## config.mk

```make
export PLATFORM = sky130hd
export DESIGN_NAME = dpk_unit
export DESIGN_NICKNAME = d
export VERILOG_FILES = /design/src/rtl/dpk_pkg.sv /design/src/rtl/dpk_seq.sv /design/src/rtl/dpk_src_buf.sv /design/src/rtl/dpk_dst_gen.sv /design/src/rtl/dpk_unit.sv
export SDC_FILE = /design/constraint.sdc
export NUM_CORES = 1
export LEC_CHECK = 0
export BUFFER_PORTS_ARGS = -buffer_cell sky130_fd_sc_hd__buf_2
export CAP_MARGIN = 20
export CELL_PAD_IN_SITES_DETAIL_PLACEMENT = 1
export CELL_PAD_IN_SITES_GLOBAL_PLACEMENT = 2
export CORE_ASPECT_RATIO = 0.6
export CORE_MARGIN = 10
export CORE_UTILIZATION = 42
export CTS_CLUSTER_SIZE = 25
export DETAILED_ROUTE_END_ITERATION = 8
export PLACE_DENSITY_LB_ADDON = 0.3
export REMOVE_ABC_BUFFERS = 1
export SKIP_LAST_GASP = 1
export SYNTH_ARGS = -nofsm -noshare
export SYNTH_HDL_FRONTEND = slang
export SYNTH_HIERARCHICAL = 1
export SYNTH_SLANG_ARGS = --single-unit
```

## constraint.sdc

```tcl
create_clock -name clk -period 8.55 [get_ports clk]
set_clock_uncertainty 0.15 [all_clocks]
set_input_delay 2.1375 -clock clk [delete_from_list [all_inputs] [get_ports clk]]
set_output_delay 2.1375 -clock clk [all_outputs]
set_load 0.005 [all_outputs]
```

## src/rtl/dpk_pkg.sv

```systemverilog
package dpk_pkg;

    typedef enum logic {
        OP_PACK   = 1'b0,
        OP_UNPACK = 1'b1
    } dpk_op_e;

    typedef enum logic [1:0] {
        ST_IDLE  = 2'd0,
        ST_LOAD  = 2'd1,
        ST_STORE = 2'd2,
        ST_DONE  = 2'd3
    } dpk_state_e;

    localparam logic [3:0] ZONE_FILL = 4'hF;

    // Minus codes are 1011 and 1101; every other nibble is taken as plus.
    function automatic logic sign_is_neg(input logic [3:0] s);
        return (s == 4'hB) || (s == 4'hD);
    endfunction

    function automatic logic [7:0] nib_swap(input logic [7:0] b);
        return {b[3:0], b[7:4]};
    endfunction

endpackage

```

## src/rtl/dpk_seq.sv

```systemverilog
module dpk_seq
    import dpk_pkg::*;
#(
    parameter int LEN_W = 4
) (
    input  logic             clk,
    input  logic             rst,
    input  logic             start,
    input  logic             op_in,
    input  logic [LEN_W-1:0] src_last_in,
    input  logic [LEN_W-1:0] dst_last_in,
    output dpk_state_e       state,
    output logic [LEN_W-1:0] cnt,
    output dpk_op_e          op_q,
    output logic [LEN_W-1:0] src_last,
    output logic [LEN_W-1:0] dst_last,
    output logic             accept
);

    assign accept = start && (state == ST_IDLE);

    always_ff @(posedge clk) begin
        if (rst) begin
            state    <= ST_IDLE;
            cnt      <= '0;
            op_q     <= OP_PACK;
            src_last <= '0;
            dst_last <= '0;
        end else begin
            unique case (state)
                ST_IDLE: begin
                    if (accept) begin
                        op_q     <= dpk_op_e'(op_in);
                        src_last <= src_last_in;
                        dst_last <= dst_last_in;
                        cnt      <= '0;
                        state    <= ST_LOAD;
                    end
                end
                ST_LOAD: begin
                    if (cnt == src_last) begin
                        cnt   <= '0;
                        state <= ST_STORE;
                    end else begin
                        cnt <= cnt + 1'b1;
                    end
                end
                ST_STORE: begin
                    if (cnt == dst_last) begin
                        cnt   <= '0;
                        state <= ST_DONE;
                    end else begin
                        cnt <= cnt + 1'b1;
                    end
                end
                default: state <= ST_IDLE;
            endcase
        end
    end

    // an operation in flight keeps its setup.
    p_setup_locked_r12: assert property (@(posedge clk) disable iff (rst)
        (state != ST_IDLE) && $past(state != ST_IDLE) && !$past(rst)
            |-> $stable(op_q) && $stable(src_last) && $stable(dst_last));

    // the completion state lasts exactly one cycle.
    p_done_single_r11: assert property (@(posedge clk) disable iff (rst)
        (state == ST_DONE) |=> (state == ST_IDLE));

endmodule

```

## src/rtl/dpk_src_buf.sv

```systemverilog
module dpk_src_buf
#(
    parameter int MAX_LEN = 16,
    parameter int LEN_W   = 4
) (
    input  logic                    clk,
    input  logic                    rst,
    input  logic                    clear,
    input  logic                    load_en,
    input  logic [LEN_W-1:0]        load_idx,
    input  logic [7:0]              load_data,
    output logic [MAX_LEN-1:0][7:0] bytes_q
);

    for (genvar g = 0; g < MAX_LEN; g++) begin : g_slot
        always_ff @(posedge clk) begin
            if (rst || clear) begin
                bytes_q[g] <= 8'h00;
            end else if (load_en && (load_idx == LEN_W'(g))) begin
                bytes_q[g] <= load_data;
            end
        end
    end

endmodule

```

## src/rtl/dpk_dst_gen.sv

```systemverilog
module dpk_dst_gen
    import dpk_pkg::*;
#(
    parameter int MAX_LEN = 16,
    parameter int LEN_W   = 4
) (
    input  logic [MAX_LEN-1:0][7:0] bytes_q,
    input  dpk_op_e                 op,
    input  logic [LEN_W-1:0]        idx,
    output logic [7:0]              out_byte
);

    localparam int KW = LEN_W + 2;

    logic [KW-1:0] jx;
    logic [KW-1:0] k_hi;
    logic [KW-1:0] k_lo;
    logic [7:0]    b_hi;
    logic [7:0]    b_lo;

    always_comb begin
        jx = KW'(idx);
        if (op == OP_PACK) begin
            k_hi = jx << 1;
            k_lo = (jx << 1) - 1'b1;
        end else begin
            k_hi = (jx + 1'b1) >> 1;
            k_lo = k_hi;
        end
        b_hi = (k_hi < KW'(MAX_LEN)) ? bytes_q[k_hi[LEN_W-1:0]] : 8'h00;
        b_lo = (k_lo < KW'(MAX_LEN)) ? bytes_q[k_lo[LEN_W-1:0]] : 8'h00;

        if (idx == '0) begin
            out_byte = nib_swap(bytes_q[0]);
        end else if (op == OP_PACK) begin
            out_byte = {b_hi[3:0], b_lo[3:0]};
        end else if (idx[0]) begin
            out_byte = {ZONE_FILL, b_lo[3:0]};
        end else begin
            out_byte = {ZONE_FILL, b_hi[7:4]};
        end
    end

endmodule

```

## src/rtl/dpk_unit.sv

```systemverilog
module dpk_unit
    import dpk_pkg::*;
#(
    parameter int MAX_LEN = 16,
    parameter int LEN_W   = $clog2(MAX_LEN)
) (
    input  logic             clk,
    input  logic             rst,
    input  logic             start,
    input  logic             op,
    input  logic [LEN_W-1:0] src_len_m1,
    input  logic [LEN_W-1:0] dst_len_m1,
    output logic             rd_en,
    output logic [LEN_W-1:0] rd_idx,
    input  logic [7:0]       rd_data,
    output logic             wr_en,
    output logic [LEN_W-1:0] wr_idx,
    output logic [7:0]       wr_data,
    output logic             busy,
    output logic             done,
    output logic             sign_negative
);

    dpk_state_e              state;
    logic [LEN_W-1:0]        cnt;
    dpk_op_e                 op_q;
    logic [LEN_W-1:0]        src_last;
    logic [LEN_W-1:0]        dst_last;
    logic                    accept;
    logic [MAX_LEN-1:0][7:0] bytes_q;

    dpk_seq #(.LEN_W(LEN_W)) u_seq (
        .clk         (clk),
        .rst         (rst),
        .start       (start),
        .op_in       (op),
        .src_last_in (src_len_m1),
        .dst_last_in (dst_len_m1),
        .state       (state),
        .cnt         (cnt),
        .op_q        (op_q),
        .src_last    (src_last),
        .dst_last    (dst_last),
        .accept      (accept)
    );

    assign rd_en  = (state == ST_LOAD);
    assign rd_idx = cnt;
    assign wr_en  = (state == ST_STORE);
    assign wr_idx = cnt;
    assign busy   = (state != ST_IDLE);
    assign done   = (state == ST_DONE);

    dpk_src_buf #(.MAX_LEN(MAX_LEN), .LEN_W(LEN_W)) u_buf (
        .clk       (clk),
        .rst       (rst),
        .clear     (accept),
        .load_en   (rd_en),
        .load_idx  (rd_idx),
        .load_data (rd_data),
        .bytes_q   (bytes_q)
    );

    dpk_dst_gen #(.MAX_LEN(MAX_LEN), .LEN_W(LEN_W)) u_gen (
        .bytes_q  (bytes_q),
        .op       (op_q),
        .idx      (cnt),
        .out_byte (wr_data)
    );

    always_ff @(posedge clk) begin
        if (rst) begin
            sign_negative <= 1'b0;
        end else if (rd_en && (rd_idx == '0)) begin
            sign_negative <= sign_is_neg(op_q == OP_UNPACK ? rd_data[3:0] : rd_data[7:4]);
        end
    end

    // the read and write ports are never active together.
    p_no_overlap_r3: assert property (@(posedge clk) disable iff (rst)
        !(rd_en && wr_en));

    // successive reads walk the offsets one by one.
    p_rd_step_r2: assert property (@(posedge clk) disable iff (rst)
        rd_en && $past(rd_en) && !$past(rst) |-> rd_idx == $past(rd_idx) + 1'b1);

    // successive writes walk the offsets one by one.
    p_wr_step_r3: assert property (@(posedge clk) disable iff (rst)
        wr_en && $past(wr_en) && !$past(rst) |-> wr_idx == $past(wr_idx) + 1'b1);

    // completion follows the final destination byte.
    p_done_after_last_r11: assert property (@(posedge clk) disable iff (rst)
        $rose(done) && !$past(rst) |-> $past(wr_en) && ($past(wr_idx) == dst_last));

    // unpacked bytes above offset 0 carry the fill zone.
    p_unpack_zone_r7: assert property (@(posedge clk) disable iff (rst)
        wr_en && (op_q == OP_UNPACK) && (wr_idx != '0) |-> wr_data[7:4] == ZONE_FILL);

endmodule

```

==> results.json <==
{
  "cts_made_buffers": 17,
  "viasPerCell": 5.95,
  "tightest_slew_ps": 1120,
  "cts_buffer_depth": 2,
  "die_h_um": 123,
  "grt_max_degree": 74,
  "clock-root-buffer": "clkbuf_16",
  "post-cts-setup-buffers": 0,
  "cp_top_family": "compound AO/OA/AOI/OAI gates",
  "syn_area_mm2": 0.00744,
  "io_pins": 41,
  "r2r_start": "u_seq/state[1]",
  "wl_per_cell_um": 24.1,
  "avgSynthCellArea_um2": 8.84,
  "cp_max_fo": 35,
  "cts_repair_resize_count": 0,
  "fin_crit_sh_pct": 73.5,
  "finalCoreUtilization_pct": 48.2,
  "dp_hpwl_um": 19000,
  "hold_ws_ps": 314,
  "setup-tns-final_ps": 0,
  "cts_tree": "built",
  "synth_warnings": 6,
  "cp.arrival_ps": 4000,
  "cap_violations": 0,
  "slew_headroom_pct": 25.4,
  "path_clk_slew_ps": 60,
  "hold_buffers": 0,
  "coreArea_mm2": 0.0173,
  "critPathLaunch": "u_seq/cnt[0]",
  "p_leak_nw": 3.71,
  "drtAntennaViolNets": 0,
  "hold_viol": 0,
  "syn_inst": 842,
  "drive_gt1_share_pct": 14.7,
  "die_w_um": 192,
  "fin_ws_ps": 2270,
  "grt_pass1_wl_um": 40400,
  "crit_path_start_kind": "flop",
  "path_depth": 8,
  "vdd_ir_drop_max_v": 0.000105,
  "path_buf_inv": 1,
  "h-tree-depth": 4,
  "crit_path_end": "wr_data[1]",
  "dieArea_mm2": 0.0236,
  "start_util_pct": 43.1,
  "hold_path_class": "flop to flop",
  "period_needed_ps": 6280,
  "cp-end-kind": "output pin",
  "run_status": "completed",
  "r2r-end": "u_buf/bytes_q[47]",
  "drt_iter0_drc": 618,
  "multi_input_area_mm2": 0.00445,
  "areaGrowthSynthToFinish_pct": 11.7,
  "critical-path-slowest-cell": "xor2_4",
  "drc": 0,
  "grt_pass1_vias": 6564,
  "grt_usage_pct": 22.6,
  "dp_slack_ps": 2760,
  "cellPowerDensity_mw_per_mm2": 224,
  "dr.pass1.iters": 5,
  "ff2ff_path_depth": 8,
  "rrSetupSlack_ps": 4710,
  "rsz0062_at_grt": "no",
  "cp_cell_sequence": "ha_1 -> xor2_4 -> mux2i_1 -> o22ai_1 -> a32o_1 -> a221oi_1 -> o2bb2ai_1 -> buf_2",
  "regArea_mm2": 0.00264,
  "placement.io_buffers": 40,
  "worst-setup-path-type": "flop to output pin",
  "required_ps": 6260,
  "gp_congestion": 0.954,
  "clock-sinks": 132,
  "fillers": 2002,
  "clkLatencyLatePin_ps": 430,
  "nets": 878,
  "totalWireLength_um": 26400,
  "slowest_delay_ps": 930,
  "globalRoute.totalOverflow": 0,
  "vias": 6522,
  "rows": 37,
  "fmax_mhz": 159,
  "antenna_found_initial": 0,
  "drv_slew": 0,
  "antenna_cells": 0,
  "setup_viol": 0
}
[layout make-up]
class / count / share of cell area, %
Multi-Input combinational cell: 639 / 53.5
Clock buffer: 23 / 5.62
Inverter: 8 / 0.361
Tap cell: 234 / 3.52
Timing Repair Buffer: 51 / 3.40
Sequential cell: 132 / 31.8
Clock inverter: 9 / 1.82
[worst min-delay path: stages, from the launching register on]
cell and delay [ps]:
dfxtp_1 310, nand2_1 50, mux2i_1 50
[power by group]
| group | internal [mW] | switching, mW | leakage [nW] | total (mW) |
|---|---|---|---|---|
| logic | 0.134 | 0.281 | 2.34 | 0.415 |
| registers | 0.635 | 0.0305 | 1.07 | 0.666 |
| clock network | 0.502 | 0.280 | 0.301 | 0.782 |
| total | 1.27 | 0.592 | 3.71 | 1.86 |
[metrics by stage]
stage,instance area (µm²),cells,power [mW]
finish,8320,1096,1.86
global placement,7700,1064,1.07
floorplan,7100,779,0.923
CTS,8320,1096,1.86
detailed placement,7700,1064,1.08
global route,8320,1096,1.93
[state kept, by name, indices dropped and copies added, names as in the netlist]
| name | count |
|---|---|
| u_buf/bytes_q | 116 |
| u_seq/cnt | 4 |
| u_seq/dst_last | 4 |
| u_seq/src_last | 4 |
| sign_negative | 1 |
| u_seq/op_q | 1 |
| u_seq/state | 2 |
[layout by cell type, fill, tap and decap left out, types with 5 or more instances in the layout]
cell	n
nand2_1	211
mux2i_1	156
dfxtp_1	131
buf_2	40
nand3_1	24
a21oi_1	22
nor2_1	21
clkbuf_16	17
and2_1	12
buf_4	11
a31oi_1	11
mux2_2	11
xor2_1	10
a211oi_1	10
nor2b_1	9
ha_1	9
o22ai_1	8
o21ai_0	8
nand2_2	7
a221oi_1	7
inv_1	6
a21o_1	6
and3_1	5
nor4_1	5
a32oi_1	5
[routing by layer]
metal / track usage [%] / vias up / share of wire [%] / routed length (µm)
met5: 0 / - / 0 / 0
li1: - / 2979 / - / -
met2: 32.2 / 221 / 41 / 10900
met4: 5.39 / 0 / 1.1 / 298
met1: 31.2 / 3298 / 49 / 12800
met3: 8.72 / 24 / 9.1 / 2410
[worst min-delay path by stage]
| stage | cells past startpoint | start | to | slack (ps) |
|---|---|---|---|---|
| after floorplan | 2 | u_buf/bytes_q[47] | u_buf/bytes_q[47] | 280 |
| after global placement | 2 | u_buf/bytes_q[47] | u_buf/bytes_q[47] | 290 |
| after detailed placement | 2 | u_buf/bytes_q[46] | u_buf/bytes_q[46] | 310 |
| after CTS | 2 | u_buf/bytes_q[46] | u_buf/bytes_q[46] | 310 |
| after global routing | 2 | u_buf/bytes_q[87] | u_buf/bytes_q[87] | 340 |
| final | 2 | u_buf/bytes_q[46] | u_buf/bytes_q[46] | 310 |
(Power assumes the default switching activity.)
